===== config.mk =====
export PLATFORM = sky130hd
export DESIGN_NAME = brk_measure_top
export DESIGN_NICKNAME = d
export VERILOG_FILES = /design/src/rtl/brk_pkg.sv /design/src/rtl/brk_datapath.sv /design/src/rtl/brk_control.sv /design/src/rtl/brk_measure_top.sv
export SDC_FILE = /design/constraint.sdc
export NUM_CORES = 2
export LEC_CHECK = 0
export BUFFER_PORTS_ARGS = -buffer_cell sky130_fd_sc_hd__clkbuf_2
export CORE_MARGIN = 4
export CORE_UTILIZATION = 35
export CTS_BUF_LIST = sky130_fd_sc_hd__clkbuf_4
export CTS_CLUSTER_SIZE = 25
export DETAILED_ROUTE_END_ITERATION = 12
export SYNTH_ARGS = -nofsm -noshare
export SYNTH_HDL_FRONTEND = slang
export SYNTH_SLANG_ARGS = --single-unit

===== constraint.sdc =====
create_clock -name clk -period 2.9 [get_ports clk]
set_input_delay 0.145 -clock clk [delete_from_list [all_inputs] [get_ports clk]]
set_output_delay 0.145 -clock clk [all_outputs]
set_load 0.005 [all_outputs]

===== src/rtl/brk_pkg.sv =====
package brk_pkg;
  typedef enum logic [1:0] {
    ROLE_HALT  = 2'd0,
    ROLE_START = 2'd1,
    ROLE_STOP  = 2'd2,
    ROLE_NONE  = 2'd3
  } roleT;

  typedef enum logic [1:0] {
    ST_RUN  = 2'd0,
    ST_HALT = 2'd1,
    ST_STEP = 2'd2
  } dbgStateT;

  // control -> datapath strobes
  typedef struct packed {
    logic cntZero;
    logic cntInc;
    logic capHit;
  } ctlStrobeT;
endpackage


===== src/rtl/brk_datapath.sv =====
module brk_datapath
  import brk_pkg::*;
#(
  parameter int NUM_CMP = 16,
  parameter int ADDR_W  = 32,
  parameter int CNT_W   = 32,
  parameter int IDX_W   = $clog2(NUM_CMP)
) (
  input  logic              clk,
  input  logic              rst_n,
  input  logic              cfgWe,
  input  logic [IDX_W-1:0]  cfgIdx,
  input  logic              cfgEnable,
  input  logic [1:0]        cfgKind,
  input  logic [1:0]        cfgRole,
  input  logic [ADDR_W-1:0] cfgAddr,
  input  logic              fetchValid,
  input  logic [ADDR_W-1:0] fetchAddr,
  input  logic              dataValid,
  input  logic [ADDR_W-1:0] dataAddr,
  input  ctlStrobeT         strobe,
  output logic              breakHit,
  output logic              startHit,
  output logic              stopHit,
  output logic [IDX_W-1:0]  hitIdx,
  output logic [CNT_W-1:0]  measCount
);
  localparam logic [CNT_W-1:0] CNT_MAX = '1;

  logic [NUM_CMP-1:0] cmpEn;
  logic [1:0]         cmpKind [NUM_CMP];
  roleT               cmpRole [NUM_CMP];
  logic [ADDR_W-1:0]  cmpAddr [NUM_CMP];
  logic [NUM_CMP-1:0] matchVec;
  logic [NUM_CMP-1:0] breakVec;
  logic [NUM_CMP-1:0] startVec;
  logic [NUM_CMP-1:0] stopVec;
  logic [IDX_W-1:0]   winIdx;
  logic [CNT_W-1:0]   cntQ;

  for (genvar i = 0; i < NUM_CMP; i++) begin : g_cmp
    always_ff @(posedge clk or negedge rst_n) begin
      if (!rst_n) begin
        cmpEn[i]   <= 1'b0;
        cmpKind[i] <= 2'b00;
        cmpRole[i] <= ROLE_NONE;
        cmpAddr[i] <= '0;
      end else if (cfgWe && cfgIdx == IDX_W'(i)) begin
        cmpEn[i]   <= cfgEnable;
        cmpKind[i] <= cfgKind;
        cmpRole[i] <= roleT'(cfgRole);
        cmpAddr[i] <= cfgAddr;
      end
    end

    assign matchVec[i] = cmpEn[i] &&
      ((cmpKind[i][0] && fetchValid && fetchAddr == cmpAddr[i]) ||
       (cmpKind[i][1] && dataValid  && dataAddr  == cmpAddr[i]));
    assign breakVec[i] = matchVec[i] && cmpRole[i] == ROLE_HALT;
    assign startVec[i] = matchVec[i] && cmpRole[i] == ROLE_START;
    assign stopVec[i]  = matchVec[i] && cmpRole[i] == ROLE_STOP;
  end

  // lowest index wins
  always_comb begin
    winIdx = '0;
    for (int i = NUM_CMP - 1; i >= 0; i--) begin
      if (breakVec[i]) winIdx = IDX_W'(i);
    end
  end

  assign breakHit = |breakVec;
  assign startHit = |startVec;
  assign stopHit  = |stopVec;

  always_ff @(posedge clk or negedge rst_n) begin
    if (!rst_n) hitIdx <= '0;
    else if (strobe.capHit) hitIdx <= winIdx;
  end

  always_ff @(posedge clk or negedge rst_n) begin
    if (!rst_n) cntQ <= '0;
    else if (strobe.cntZero) cntQ <= '0;
    else if (strobe.cntInc && cntQ != CNT_MAX) cntQ <= cntQ + 1'b1;
  end

  assign measCount = cntQ;


  satur_chk: assert property (@(posedge clk) disable iff (!rst_n)
    (cntQ == CNT_MAX && !strobe.cntZero) |=> cntQ == CNT_MAX);


  cnt_step_chk: assert property (@(posedge clk) disable iff (!rst_n)
    (strobe.cntInc && !strobe.cntZero && cntQ != CNT_MAX) |=> cntQ == $past(cntQ) + 1'b1);
endmodule


===== src/rtl/brk_control.sv =====
module brk_control
  import brk_pkg::*;
(
  input  logic      clk,
  input  logic      rst_n,
  input  logic      breakHit,
  input  logic      startHit,
  input  logic      stopHit,
  input  logic      resumeCmd,
  input  logic      stepCmd,
  input  logic      retire,
  input  logic      freezeEnable,
  output ctlStrobeT strobe,
  output logic      haltReq,
  output logic      freezeOut,
  output logic      hitValid,
  output logic      measBusy,
  output logic      measDone
);
  dbgStateT state, stateNext;

  always_comb begin
    stateNext = state;
    unique case (state)
      ST_RUN:  if (breakHit) stateNext = ST_HALT;
      ST_HALT: if (resumeCmd) stateNext = ST_RUN;
               else if (stepCmd) stateNext = ST_STEP;
      ST_STEP: if (resumeCmd) stateNext = ST_RUN;
               else if (retire) stateNext = ST_HALT;
      default: stateNext = ST_RUN;
    endcase
  end

  always_ff @(posedge clk or negedge rst_n) begin
    if (!rst_n) begin
      state    <= ST_RUN;
      hitValid <= 1'b0;
    end else begin
      state <= stateNext;
      if (state == ST_RUN && breakHit) hitValid <= 1'b1;
      else if (resumeCmd && state != ST_RUN) hitValid <= 1'b0;
    end
  end

  always_ff @(posedge clk or negedge rst_n) begin
    if (!rst_n) begin
      measBusy <= 1'b0;
      measDone <= 1'b0;
    end else if (startHit) begin
      measBusy <= 1'b1;
      measDone <= 1'b0;
    end else if (measBusy && stopHit) begin
      measBusy <= 1'b0;
      measDone <= 1'b1;
    end
  end

  assign strobe.cntZero = startHit;
  assign strobe.cntInc  = measBusy && !startHit;
  assign strobe.capHit  = state == ST_RUN && breakHit;

  assign haltReq   = state == ST_HALT;
  assign freezeOut = freezeEnable && state == ST_HALT;


  halt_held_chk: assert property (@(posedge clk) disable iff (!rst_n)
    (haltReq && !resumeCmd && !stepCmd) |=> haltReq);


  resume_clr_chk: assert property (@(posedge clk) disable iff (!rst_n)
    (haltReq && resumeCmd) |=> (!haltReq && !hitValid));


  step_rehalt_chk: assert property (@(posedge clk) disable iff (!rst_n)
    (state == ST_STEP && retire && !resumeCmd) |=> (haltReq && $stable(hitValid)));


  meas_no_halt_chk: assert property (@(posedge clk) disable iff (!rst_n)
    (!haltReq && state != ST_STEP && !breakHit) |=> !haltReq);


  freeze_halt_chk: assert property (@(posedge clk) disable iff (!rst_n)
    freezeOut |-> (haltReq && freezeEnable));


  meas_stop_chk: assert property (@(posedge clk) disable iff (!rst_n)
    (measBusy && stopHit && !startHit) |=> (measDone && !measBusy));


  meas_rearm_chk: assert property (@(posedge clk) disable iff (!rst_n)
    startHit |=> (!measDone && measBusy));
endmodule


===== src/rtl/brk_measure_top.sv =====
module brk_measure_top
  import brk_pkg::*;
#(
  parameter int NUM_CMP = 16,
  parameter int ADDR_W  = 32,
  parameter int CNT_W   = 32,
  parameter int IDX_W   = $clog2(NUM_CMP)
) (
  input  logic              clk,
  input  logic              rst_n,
  input  logic              cfgWe,
  input  logic [IDX_W-1:0]  cfgIdx,
  input  logic              cfgEnable,
  input  logic [1:0]        cfgKind,
  input  logic [1:0]        cfgRole,
  input  logic [ADDR_W-1:0] cfgAddr,
  input  logic              fetchValid,
  input  logic [ADDR_W-1:0] fetchAddr,
  input  logic              dataValid,
  input  logic [ADDR_W-1:0] dataAddr,
  input  logic              resumeCmd,
  input  logic              stepCmd,
  input  logic              retire,
  input  logic              freezeEnable,
  output logic              haltReq,
  output logic              freezeOut,
  output logic              hitValid,
  output logic [IDX_W-1:0]  hitIdx,
  output logic              measBusy,
  output logic              measDone,
  output logic [CNT_W-1:0]  measCount
);
  ctlStrobeT strobe;
  logic breakHit, startHit, stopHit;

  brk_datapath #(
    .NUM_CMP(NUM_CMP), .ADDR_W(ADDR_W), .CNT_W(CNT_W), .IDX_W(IDX_W)
  ) dp_i (
    .clk(clk), .rst_n(rst_n),
    .cfgWe(cfgWe), .cfgIdx(cfgIdx), .cfgEnable(cfgEnable),
    .cfgKind(cfgKind), .cfgRole(cfgRole), .cfgAddr(cfgAddr),
    .fetchValid(fetchValid), .fetchAddr(fetchAddr),
    .dataValid(dataValid), .dataAddr(dataAddr),
    .strobe(strobe),
    .breakHit(breakHit), .startHit(startHit), .stopHit(stopHit),
    .hitIdx(hitIdx), .measCount(measCount)
  );

  brk_control ctl_i (
    .clk(clk), .rst_n(rst_n),
    .breakHit(breakHit), .startHit(startHit), .stopHit(stopHit),
    .resumeCmd(resumeCmd), .stepCmd(stepCmd), .retire(retire),
    .freezeEnable(freezeEnable),
    .strobe(strobe),
    .haltReq(haltReq), .freezeOut(freezeOut), .hitValid(hitValid),
    .measBusy(measBusy), .measDone(measDone)
  );
endmodule


# == Word level (Yosys, flattened, before mapping) ==
# Cells that the tools add are included.
# totals
regBits,633
wordCells,379
in_bits,114
out_inout_bits,41
# classes
add_sub_neg,1
reduce_logical,193
muxes,30
eq_ne,85
# op_table
operator,n
== test 32 bit,32
logical AND 1 bit,150
two-way mux 32 bit,2
two-way mux 4 bit,16
OR reduction 16 bit,3
"== test 2 x 1 -> 1 bit, second input constant",17
"== test 2 bit, second input constant",17
logical NOT 2 bit,17
"adder 32 x 1 -> 32 bit, second input constant",1
"== test 4 bit, second input constant",8
"!= test 32 bit, second input constant",1
"== test 4 x 3 -> 1 bit, second input constant",4
logical OR 1 bit,16
two-way mux 2 bit,5
"== test 4 x 2 -> 1 bit, second input constant",2
nonzero test 2 bit,4
two-way mux 1 bit,6
"!= test 3 bit, second input constant",2
one-hot mux 2 bit (3 select lines),1
"== test 4 x 1 -> 1 bit, second input constant",1
logical NOT 4 bit,1
AND reduction 3 bit,1
"!= test 2 x 1 -> 1 bit, second input constant",1
logical NOT 1 bit,1

# == Longest topological paths before layout ==
# depth
ltp_word,21
ltp_mapped,12
ltp_nobuf,9

# == By module ==
# From an unflattened synthesis, not the netlist that was laid out.
# unflattened
cells_unflattened,3145
area_unflattened_um2,36820.3
# by_module_without_submodules
module,cells_each,seq_area_each_um2,n_inst,area_each_um2
brk_datapath,3122,15755.1,1,36577.6
brk_control,23,125.1,1,242.7

# == Worst setup path after synthesis ==
# OpenSTA, ideal clock, no wires.
# synth_path
path_type,register to register
start,register dp_i.cmpAddr[107] (netlist bit)
end,register dp_i.hitIdx[1]
arrival_time_ns,2.636
slack_ns,0.141
n_path_buf,0
setup_time_ns,0.124
required_ns,2.776
synth_period_minus_slack_ns,2.759
path_stages_with_launch,10
cell_sequence,dfrtp_1 > xnor2_2 > nand4_1 > or4_1 > or4_4 > a2111oi_4 > a211oi_1 > o311a_1 > o31ai_2 > o21ai_1
# synth_between
elab_chain_cells,18
elab_cells_between_ends,22
classes_between,2 x eq/ne; 13 x mux; 7 x reduce/logical
# synth_lines
element,line,rtl
start: declaration,brk_datapath.sv:33,logic [ADDR_W-1:0] cmpAddr [NUM_CMP];
start signal: indexed assignment,brk_datapath.sv:52,cmpAddr[i] <= cfgAddr;
== test 32 bit (on tied branches),"brk_datapath.sv:57, brk_datapath.sv:58",
logical AND 1 bit (on tied branches),"brk_datapath.sv:57, brk_datapath.sv:58",
logical OR 1 bit *,brk_datapath.sv:57,((cmpKind[i][0] && fetchValid && fetchAddr == cmpAddr[i]) ||
logical AND 1 bit *,brk_datapath.sv:56,assign matchVec[i] = cmpEn[i] &&
logical AND 1 bit *,brk_datapath.sv:59,assign breakVec[i] = matchVec[i] && cmpRole[i] == ROLE_HALT;
two-way mux 4 bit (13 in series),brk_datapath.sv:68,if (breakVec[i]) winIdx = IDX_W'(i);
end signal: assignment,brk_datapath.sv:78,else if (strobe.capHit) hitIdx <= winIdx;
end: declaration,brk_datapath.sv:25,"output logic [IDX_W-1:0] hitIdx,"
# Mark *: on every way between the ends. The rest lies on a longest branch, timed or not.
# A chain may end at the register's enable or synchronous reset.

# == Worst setup path in the final report ==
# layout_path
start,register dp_i.cmpAddr[14] (netlist bit)
end,register dp_i.hitIdx[1]
# layout_between
elab_chain_cells,21
elab_cells_between_ends,25
classes_between,2 x eq/ne; 16 x mux; 7 x reduce/logical
# layout_lines
element,line
== test 32 bit (on tied branches),"brk_datapath.sv:57, brk_datapath.sv:58"
logical AND 1 bit (on tied branches),"brk_datapath.sv:57, brk_datapath.sv:58"
logical OR 1 bit *,brk_datapath.sv:57
logical AND 1 bit *,brk_datapath.sv:56
logical AND 1 bit *,brk_datapath.sv:59
two-way mux 4 bit (16 in series),brk_datapath.sv:68
# Marked as above.

==> reports/metrics.cfg <==
[floorplanning]
boundaryPins=155
fp.dieArea_um2=124000
rows=125
fp.dieH_um=352
start_util_pct=35.4
core_area_um2=117000
die_w_um=352

[timing]
fin_worst_skew_ps=85.2
rsz0062_at_grt=yes
setup-violations-final=40
layout_min_cycle_time_ps=3230
setup_ws_ps=-332
slew_headroom_pct=15.6
hold_violations=0
fmax_mhz=309
worst_pin_slew_ps=1270
setup_tns_ps=-10620
layout_worst_path_cycle_share_pct=111
drv_slew=0

[placed_design]
portBuffers=154
place.gp.congestion=1.07
hpwl_um=163000
postPlaceCellArea_um2=51800
dp.cells=6360

[synthesis]
synth.avg_cell_area_um2=10.7
synth_area_um2=41400
async_flop_share_pct=100
synth-seq-cells=633
yosys.area.top_type_share_pct=36.4
synth_warnings=0
synth_cell_types=81
syn_inst=3876
synth_area_leaders=dfrtp_1 36%, mux2_2 15%, xor2_1 11%, xnor2_1 11%, nor4_1 3.8%
synth_edf_count=0
syn_nets=3991
synthFlopType=dfrtp_1
synth_common_cells=601 x dfrtp_1, 568 x mux2_2, 535 x xor2_1
yosysSeqAreaShare_pct=38.4
yosysMostFrequentCell=dfrtp_1
yosysTopAreaCell=dfrtp_1

[worst_setup_path]
critPathKind=register to register
critPathMaxStageDelay_ps=540
arrival_ps=4310
worstPathMaxFanout=2
worstSetupEndpointType=register
slowest_stage=a2111o_1
ff2ff_setup_slack_ps=-330
start_kind=register
required_ps=3980
crit_chain=buf_6 > xnor2_4 > nand4_1 > or3_1 > or4_4 > a2111o_1 > a211oi_4 > o311a_1 > o31ai_2 > o21ai_1
endpoint=dp_i.hitIdx[1]
worstReg2RegEnd=dp_i.hitIdx[1]
startpoint=dp_i.cmpAddr[14]
reg2reg_depth=10
reg2reg_from=dp_i.cmpAddr[14]

[run]
maxCapViolations=0

[routing]
drt_wl_total_um=227000
drt_iter0_drc=5247
vias_per_cell=5.94
drcViolationCount=0
firstDrtPassIters=8
num_vias=40200
antenna_left=0
wire_per_inst_um=33.5

[clock_network]
clockBufferDepth=3
clock_latency_ps=1160
tritoncts=done
clk_pin_slew_ps=70
htree_levels=4
cts_sinks=633
cts_buffers=189
cts-root-buf=clkbuf_4

[global_routing]
grt_antenna_before_repair=30
overflow=0
grt_pass1_vias=39000
grt_use_total_pct=35.8
grt_pass1_wl_um=306000
grt_max_degree=92

[final_layout]
layout-drive-gt1-share_pct=44.3
layout.nets=5202
regArea_um2=15900
stdcell_area_um2=56000
fill_cells=11000
finalNonFillerCells=6763
multi_input_area_um2=25000
syn_to_final_growth_pct=35.3

[status]
violations=negative setup slack
status=finished with violations

[power_and_ir_drop]
p_leak_uw=0.0237
peakVddDrop_mv=0.436
powerDensity_nw_per_um2=654

[worst_hold_path]
hp-class=input port to register
worstHoldStart=cfgAddr[14]

## metal layers
layer,part of all wire (%),GRT usage [%]
met1,38,45.6
met2,42,52.7
met3,11,8.25
met4,9.3,26.9
met5,0.022,0
## layout by cell type, fill, tap and decap left out, types with 21 or more instances in the layout
cell type / instances
clkinv_1: 40
buf_4: 949
or4_1: 37
mux2_2: 568
nand3_1: 76
dlygate4sd3_1: 45
and4_1: 31
nor4_1: 223
dfstp_2: 32
o21ai_0: 34
clkbuf_4: 272
nand2_1: 161
nand4b_1: 27
or4_4: 21
dfrtp_1: 601
xor2_1: 532
nor3_1: 34
a21oi_1: 27
nor2b_1: 22
inv_1: 51
nor4_2: 29
clkbuf_2: 153
nand4_1: 230
and2_4: 31
xnor2_2: 50
nor2_1: 91
or3_1: 21
buf_12: 100
xnor2_1: 474
## critical path: cells and delay by family (launching register included)
kind                   cells  cell delay (ps)
AO/OA/AOI/OAI              5             1420
AND/OR/NAND/NOR            3             1020
flip-flops                 1              420
buffers and inverters      1              150
XOR/XNOR                   1              150
## report_power, final
| group | internal (uW) | total, uW | switching, uW |
|---|---|---|---|
| Sequential | 10800 | 13300 | 2420 |
| Combinational | 7270 | 14300 | 7020 |
| Clock | 4640 | 9050 | 4410 |
## through the flow
stage	utilization [%]	total power (uW)	hold WS, ps	setup WS (ps)
after floorplan	-	19400	-151	141
after global placement	44.4	26600	145	-1140
after detailed placement	44.4	26800	142	-1150
after CTS	47.1	36000	13.2	-346
after global routing	47.9	38100	19.6	-399
final	48.0	36600	128	-332
## registers in the layout, summed over array words and instances, names as in the netlist
signal,cells
ctl_i.hitValid,1
dp_i.cmpEn,16
ctl_i.measBusy,1
ctl_i.measDone,1
dp_i.cmpRole,32
ctl_i.state,2
dp_i.measCount,32
dp_i.cmpKind,32
dp_i.hitIdx,4
dp_i.cmpAddr,512
## kinds of logic (layout without fill, tap and decap cells)
family | after synthesis | in the layout | share of synthesized area (%)
multiplexers | 569 | 569 | 15.5
other | 0 | 12 | 0
adder cells (fa/ha/maj) | 1 | 1 | 0.0303
XOR/XNOR | 1060 | 1060 | 22.6
AO/OA/AOI/OAI | 159 | 159 | 2.90
AND/OR/NAND/NOR | 1165 | 1165 | 16.7
buffers and inverters | 289 | 1640 | 3.84
flip-flops | 633 | 633 | 38.4
## worst min-delay path by stage
stage,endpoint,slack (ps),cells past startpoint
5_1_grt,dp_i.cmpAddr[78],20,2
3_5_place_dp,dp_i.cmpAddr[507],140,1
3_3_place_gp,dp_i.cmpAddr[509],150,1
2_1_floorplan,ctl_i.hitValid,-150,0
4_1_cts,dp_i.cmpAddr[78],10,2
6_report,dp_i.cmpAddr[398],130,2
## timing repair
item                       4_1_cts  5_1_grt
pin swaps                       23       42
hold buffers                    45        1
hold endpoints to repair       958        1
setup endpoints to repair       40       40
setup buffers                    7        4
cloned                           0        5
gates resized for setup         50      141
## cell type report
cell class,count,share of cell area [%]
multi-input cells,2954,44.7
clock buffers,272,3.65
flip-flops and latches,633,28.4
clock inverters,59,0.648
well taps,1524,3.41
diodes,12,0.0537
inverters,51,0.342
repair buffers,1258,18.8
Note: power is estimated with default switching activity, not from simulation.
